===== src/rtl/dsp_mv_pkg.sv =====
package dsp_mv_pkg;
  localparam int MV_W = 16;
  localparam logic [3:0] RI_ONES = 4'd0;
  localparam logic [3:0] RI_X    = 4'd1;
  localparam logic [3:0] RI_Y    = 4'd2;
  localparam logic [3:0] RI_ACC  = 4'd3;
  localparam logic [3:0] RI_STAT = 4'd4;
  localparam logic [3:0] RI_STK  = 4'd5;
  localparam logic [3:0] RI_PC   = 4'd6;
  localparam logic [3:0] RI_PROD = 4'd7;
  localparam logic [3:0] RI_ALO  = 4'd15;
  localparam logic [MV_W-1:0] PC_AT_RESET = 16'h0400;

  typedef struct packed {
    logic       is_move;
    logic       is_nop;
    logic       is_accp;
    logic [3:0] src;
    logic [3:0] dst;
  } mv_dec_t;
endpackage


===== src/rtl/mv_decode.sv =====
module mv_decode
  import dsp_mv_pkg::*;
(
  input  logic [MV_W-1:0] op,
  output mv_dec_t         dec
);
  always_comb begin
    dec.is_move = (op[15:9] == 7'd0);
    dec.is_nop  = (op == '0);
    dec.src     = op[3:0];
    dec.dst     = op[7:4];
    dec.is_accp = dec.is_move && (op[7:4] == RI_ACC) && (op[3:0] == RI_PROD);
  end
endmodule


===== src/rtl/mv_product.sv =====
module mv_product #(
  parameter int W = 16,
  localparam int PW = 2 * W
) (
  input  logic [W-1:0]  a,
  input  logic [W-1:0]  b,
  output logic [PW-1:0] prod
);
  logic [PW-1:0] full;
  always_comb begin
    full = {{W{1'b0}}, a} * {{W{1'b0}}, b};
    prod = {full[PW-2:0], 1'b0};
  end
endmodule


===== src/rtl/mv_stack.sv =====
module mv_stack #(
  parameter int W = 16,
  parameter int DEPTH = 6,
  localparam int IW = $clog2(DEPTH + 1)
) (
  input  logic          clk,
  input  logic          rst_n,
  input  logic          pop,
  input  logic          push,
  input  logic [W-1:0]  wdata,
  output logic [W-1:0]  rdata,
  output logic [IW-1:0] lvl,
  output logic          err
);
  localparam logic [IW-1:0] EMPTY = IW'(DEPTH);

  logic [W-1:0]  mem [DEPTH];
  logic          pop_ok, push_ok;
  logic [IW-1:0] lvl_a, lvl_n;

  always_comb begin
    pop_ok  = pop && (lvl < EMPTY);
    rdata   = pop_ok ? mem[lvl] : '0;
    lvl_a   = lvl + IW'(pop_ok);
    push_ok = push && (lvl_a != '0);
    lvl_n   = lvl_a - IW'(push_ok);
    err     = (pop && !pop_ok) || (push && !push_ok);
  end

  always_ff @(posedge clk) begin
    if (!rst_n) lvl <= EMPTY;
    else        lvl <= lvl_n;
  end

  always_ff @(posedge clk) begin
    if (push_ok) mem[lvl_n] <= wdata;
  end

  AST_STK_BOUND: assert property (@(posedge clk) disable iff (!rst_n)
    lvl <= EMPTY);
  AST_OVF_KEEP: assert property (@(posedge clk) disable iff (!rst_n)
    (push && !pop && lvl == '0) |=> (lvl == '0));
  AST_UDF_KEEP: assert property (@(posedge clk) disable iff (!rst_n)
    (pop && !push && lvl == EMPTY) |=> (lvl == EMPTY));
endmodule


===== src/rtl/dsp_move_unit.sv =====
module dsp_move_unit
  import dsp_mv_pkg::*;
#(
  parameter int STK_DEPTH = 6,
  localparam int STK_IW = $clog2(STK_DEPTH + 1)
) (
  input  logic              clk,
  input  logic              rst_n,
  input  logic              op_valid,
  output logic              op_ready,
  input  logic [15:0]       op_data,
  output logic              anomaly,
  output logic [15:0]       x_q,
  output logic [15:0]       y_q,
  output logic [31:0]       acc_q,
  output logic [15:0]       st_q,
  output logic [15:0]       pc_q,
  output logic [31:0]       prod_q,
  output logic [STK_IW-1:0] stk_lvl
);
  localparam int AW = 2 * MV_W;

  mv_dec_t         dec;
  logic            fire, stall_q, act;
  logic [MV_W-1:0] rd, stk_rdata;
  logic [AW-1:0]   prod_now;
  logic            stk_pop, stk_push, stk_err, pc_wr, p_rd;

  mv_decode u_dec (.op(op_data), .dec(dec));
  mv_product #(.W(MV_W)) u_mul (.a(x_q), .b(y_q), .prod(prod_now));

  assign op_ready = !stall_q;
  assign fire     = op_valid && op_ready;
  assign act      = fire && dec.is_move && !dec.is_nop;
  assign stk_pop  = act && (dec.src == RI_STK);
  assign stk_push = act && (dec.dst == RI_STK);
  assign pc_wr    = act && (dec.dst == RI_PC);
  assign p_rd     = act && (dec.src == RI_PROD);

  mv_stack #(.W(MV_W), .DEPTH(STK_DEPTH)) u_stk (
    .clk(clk), .rst_n(rst_n), .pop(stk_pop), .push(stk_push),
    .wdata(rd), .rdata(stk_rdata), .lvl(stk_lvl), .err(stk_err)
  );

  always_comb begin
    case (dec.src)
      RI_ONES: rd = '1;
      RI_X:    rd = x_q;
      RI_Y:    rd = y_q;
      RI_ACC:  rd = acc_q[AW-1:MV_W];
      RI_STAT: rd = st_q;
      RI_STK:  rd = stk_rdata;
      RI_PC:   rd = pc_q;
      RI_PROD: rd = prod_now[AW-1:MV_W];
      RI_ALO:  rd = acc_q[MV_W-1:0];
      default: rd = '0;
    endcase
  end

  always_ff @(posedge clk) begin
    if (!rst_n) begin
      x_q <= '0; y_q <= '0; st_q <= '0; acc_q <= '0; prod_q <= '0;
    end else if (act) begin
      if (dec.dst == RI_X)    x_q  <= rd;
      if (dec.dst == RI_Y)    y_q  <= rd;
      if (dec.dst == RI_STAT) st_q <= rd;
      if (p_rd)               prod_q <= prod_now;
      if (dec.is_accp)                acc_q <= prod_now;
      else if (dec.dst == RI_ACC)     acc_q[AW-1:MV_W] <= rd;
      else if (dec.dst == RI_ALO)     acc_q[MV_W-1:0]  <= rd;
    end
  end

  always_ff @(posedge clk) begin
    if (!rst_n) begin
      pc_q <= PC_AT_RESET; stall_q <= 1'b0; anomaly <= 1'b0;
    end else begin
      anomaly <= fire && (!dec.is_move || stk_err);
      stall_q <= pc_wr;
      if (pc_wr)     pc_q <= rd;
      else if (fire) pc_q <= pc_q + 16'd1;
    end
  end

  AST_STALL_ONE: assert property (@(posedge clk) disable iff (!rst_n)
    !op_ready |=> op_ready);
  AST_IDLE_HOLD: assert property (@(posedge clk) disable iff (!rst_n)
    !fire |=> ($stable(pc_q) && $stable(acc_q) && $stable(x_q) && $stable(stk_lvl)));
  AST_UNHANDLED: assert property (@(posedge clk) disable iff (!rst_n)
    (fire && !dec.is_move) |=> (anomaly && $stable(x_q) && $stable(acc_q)));
  AST_ACCP_COPY: assert property (@(posedge clk) disable iff (!rst_n)
    (fire && dec.is_accp) |=> (acc_q == prod_q));
  AST_ALO_KEEP: assert property (@(posedge clk) disable iff (!rst_n)
    (act && dec.dst == RI_ACC && !dec.is_accp) |=> (acc_q[15:0] == $past(acc_q[15:0])));
endmodule


===== config.mk =====
export PLATFORM = sky130hd
export DESIGN_NAME = dsp_move_unit
export DESIGN_NICKNAME = d
export VERILOG_FILES = /design/src/rtl/dsp_mv_pkg.sv /design/src/rtl/mv_decode.sv /design/src/rtl/mv_product.sv /design/src/rtl/mv_stack.sv /design/src/rtl/dsp_move_unit.sv
export SDC_FILE = /design/constraint.sdc
export NUM_CORES = 1
export LEC_CHECK = 0
export ABC_CLOCK_PERIOD_IN_PS = 6100
export CORE_ASPECT_RATIO = 1.25
export CORE_MARGIN = 2
export CORE_UTILIZATION = 25
export DETAILED_ROUTE_END_ITERATION = 7
export GPL_ROUTABILITY_DRIVEN = 0
export PLACE_DENSITY = 0.39
export SLEW_MARGIN = 20
export SYNTH_ARGS = -nofsm -noshare
export SYNTH_HDL_FRONTEND = slang
export SYNTH_SLANG_ARGS = --single-unit

===== constraint.sdc =====
create_clock -name clk -period 6.1 [get_ports clk]
set_clock_uncertainty 0.2 [all_clocks]
set_input_delay 1.22 -clock clk [delete_from_list [all_inputs] [get_ports clk]]
set_output_delay 1.22 -clock clk [all_outputs]
set_load 0.1 [all_outputs]

==> impl_metrics.env, run 1 <==
export IMPL_clockBufferDepth=3
export IMPL_slew_viol_final=0
export IMPL_die_h_um=311
export IMPL_critPathArrivalTime_ns=6.68
export IMPL_ys_ff_latch=228
export IMPL_r2r_end="pc_q[14]$_SDFFE_PN0P_"
export IMPL_finalSetupViolCount=160
export IMPL_num_vias=16700
export IMPL_synthAdderAreaFrac_pct=27.5
export IMPL_required_ns=6.37
export IMPL_r2r_start="x_q[10]$_SDFFE_PN0P_"
export IMPL_fmax_mhz=156
export IMPL_relSlewSlack_pct=12.6
export IMPL_ys_types=83
export IMPL_async_reset_ff_share_pct=0
export IMPL_antenna_found_initial=0
export IMPL_netlist_area_um2=18800
export IMPL_worstMarginPinSlew_ns=1.30
export IMPL_fin_crit_sh_pct=105
export IMPL_htree_num_levels=1
export IMPL_synth_top_family_by_area="adder cells"
export IMPL_critPathMaxFanout=7
export IMPL_grt_max_degree=45
export IMPL_cpMostUsedCell="fa_1"
export IMPL_yosys_warnings=0
export IMPL_netlist_area_leader_share_pct=20.5
export IMPL_initial_core_util_pct=25.3
export IMPL_hold_violations=0
export IMPL_rsz0062_at_grt="true"
export IMPL_viasPerCell=4.90
export IMPL_cap_viol_max_count=0
export IMPL_synthMuxAreaShare_pct=3.04
export IMPL_overflow=0
export IMPL_post_place_ws_ns=-0.634
export IMPL_r2r_cells=22
export IMPL_synth_area_per_cell_um2=9.22
export IMPL_synth_cells=2041
export IMPL_io_pins=152
export IMPL_synth_seq_area_share_pct=29.3
export IMPL_synth_xor_area_share_pct=1.35
export IMPL_min_from="prod_q[15]$_SDFFE_PN0P_"
export IMPL_power_density_nw_per_um2=125
export IMPL_synth_flop_cell="dfxtp_1"
export IMPL_synthToLayoutAreaGrowth_pct=41.2
export IMPL_portBuffers=150
export IMPL_row_count=112
export IMPL_cp_cell_sequence="buf_12 > buf_12 > buf_8 > and2_4 > fa_1 > inv_2 > fa_1 > inv_2 > fa_1 > fa_1 > fa_2 > ha_4 > ha_4 > a21o_1 > a21oi_2 > o21bai_1 > a311o_1 > buf_4 > a2111oi_4 > nor3_4 > or3_4 > o22ai_1"
export IMPL_min_period_ns=6.41
export IMPL_drc=0
export IMPL_syn_nets=2358
export IMPL_core_area_um2=74600
export IMPL_synth_area_leaders="fa_1 (21%), edfxtp_1 (15%), dfxtp_1 (14%)"
export IMPL_setup_tns_ns=-23.84
export IMPL_yosys_area_share_simple_pct=17.6
export IMPL_synth_edf_count=96
export IMPL_drive_above_1_share_pct=29.0
export IMPL_dieArea_um2=77500
export IMPL_clk_latency_ns=0.55
export IMPL_violations="negative setup slack"
export IMPL_dr_pass1_iters=6
export IMPL_cts_tree="built"
export IMPL_postRouteAntennaNets=0
export IMPL_antenna_diode_count=0
export IMPL_critical_path_class="flop to flop"
export IMPL_holdCritPathClass="flop to flop"
export IMPL_grt_use_total_pct=20.7
export IMPL_path_buf_inv=6
export IMPL_die_w_um=249
export IMPL_nets=2735
export IMPL_ctsRootBufferMaster="clkbuf_16"
export IMPL_path_clk_slew_ns=0.06
export IMPL_r2r_setup_slack_ns=-0.31
export IMPL_hold_depth=2
export IMPL_ir_drop_mv=0.187
export IMPL_p_leak_nw=11.0
export IMPL_grt_pass1_wl_um=120000
export IMPL_status="finished, violations left"
export IMPL_yosysTopAreaCell="fa_1"
export IMPL_drt_iter0_drc=1209
export IMPL_cpLargestDelayFamily="adder cells"
export IMPL_cpPeakStageDelay_ns=0.65
export IMPL_synth_compound_area_share_pct=13.0
export IMPL_wl_per_cell_um=23.7
export IMPL_setup_ws_ns=-0.311
export IMPL_hpwlAfterDp_um=61600
export IMPL_hold_ws_ns=0.261
export IMPL_min_to="prod_q[15]$_SDFFE_PN0P_"
export IMPL_cts_made_buffers=25
export IMPL_drt_total_wl_um=80600
export IMPL_clock_sinks=228
export IMPL_start_kind="flop"
export IMPL_grt_pass1_vias=17700
export IMPL_endpoint_kind="flop"
export IMPL_slowest_stage="fa_2"
## timing repair
item                                    4_1_cts  5_1_grt
pin swaps                                    66      110
cloned                                        4        0
hold buffers                                  0        0
resized for setup                           201      182
endpoints found under the setup margin      200      209
setup buffers                                63       42
## flip-flops by register name, summed over array words and instances, names as in the netlist
signal / flops
prod_q: 31
acc_q: 32
y_q: 16
anomaly: 1
pc_q: 16
u_stk.lvl: 3
u_stk.mem: 96
x_q: 16
st_q: 16
stall_q: 1
## report_power, final
| part | total, mW | switching, mW | internal [mW] |
|---|---|---|---|
| registers | 1.57 | 0.00338 | 1.57 |
| clock network | 1.59 | 0.669 | 0.925 |
| logic | 0.161 | 0.112 | 0.0487 |
## worst min-delay path, delay by kind of cell (launching register included)
family | cells | cell delay, ns
AO/OA/AOI/OAI | 1 | 0.05
AND/OR/NAND/NOR | 1 | 0.05
flip-flops | 1 | 0.31
## cells by family after synthesis
kind of cell | after synthesis
simple gates | 686
buf+inv | 383
compound gates | 379
fa+ha+maj | 298
flops | 228
mux | 37
xor+xnor | 29
other cells | 1
## synthesized netlist by cell type (all sizes together), types with 14 or more instances
library cell    n
mux2i          19
and2          121
mux4           16
edfxtp         96
o21ai          79
xnor2          17
buf            27
a21o           14
clkbuf        108
a21oi         132
dfxtp         132
a31oi          15
nor3           43
o211ai         17
nand2         290
fa            193
nand3          48
a211oi         28
or3            15
ha            105
inv           247
nor2          101
## how the worst max path moves through the flow
stage                              start                     to  slack (ns)  depth (start not counted)
floorplan            x_q[5]$_SDFFE_PN0P_  pc_q[14]$_SDFFE_PN0P_       -0.16                         24
global route         x_q[5]$_SDFFE_PN0P_  pc_q[15]$_SDFFE_PN0P_       -0.45                         24
finish              x_q[10]$_SDFFE_PN0P_  pc_q[14]$_SDFFE_PN0P_       -0.31                         22
global placement     y_q[4]$_SDFFE_PN0P_   x_q[13]$_SDFFE_PN0P_       -0.66                         21
detailed placement   x_q[6]$_SDFFE_PN0P_   x_q[13]$_SDFFE_PN0P_       -0.63                         22
CTS                  x_q[5]$_SDFFE_PN0P_   pc_q[9]$_SDFFE_PN0P_       -0.28                         20
## cell type report
| cell class | count | area [um^2] |
|---|---|---|
| well taps | 969 | 1210 |
| multi-input cells | 1433 | 13300 |
| fillers | 7606 | 48000 |
| clock buffers | 38 | 778 |
| flip-flops and latches | 228 | 5640 |
| clock inverters | 8 | 71.3 |
| inverters | 248 | 950 |
| repair buffers | 482 | 4610 |
## per-stage QoR
step	instances	utilization, %	power [mW]	instance area, um^2
finish	3406	35.7	3.33	26600
detailed placement	3264	31.3	1.75	23300
global route	3406	35.7	3.42	26600
global placement	3264	31.3	1.75	23300
CTS	3371	34.3	3.35	25600
floorplan	2041	-	1.68	19500
## metal layers
metal / GRT usage, % / wire length, um / up-vias
met5: 0 / 0 / -
met4: 7.20 / 3210 / 0
met3: 1.47 / 2720 / 113
met2: 37.8 / 41600 / 434
met1: 25.4 / 33100 / 8536
li1: - / - / 7616
## cell usage in the layout (no fill, tap or decap), types with 42 or more instances in the layout
master and instances:
and2_1 105, clkdlybuf4s50_1 149, fa_1 179, buf_6 61
ha_1 89, buf_4 238, inv_1 216, a21oi_1 82
nand2_1 260, nor2_1 89, dfxtp_1 100, nand3_1 42
o21ai_0 50, edfxtp_1 96
(Power assumes the default switching activity.)
==> inputs of run 2 (changes only) <==
- GPL_ROUTABILITY_DRIVEN: 0 -> default
==> results of run 2 <==
No change in the layout: final DEF, timing and power equal those of run 1.
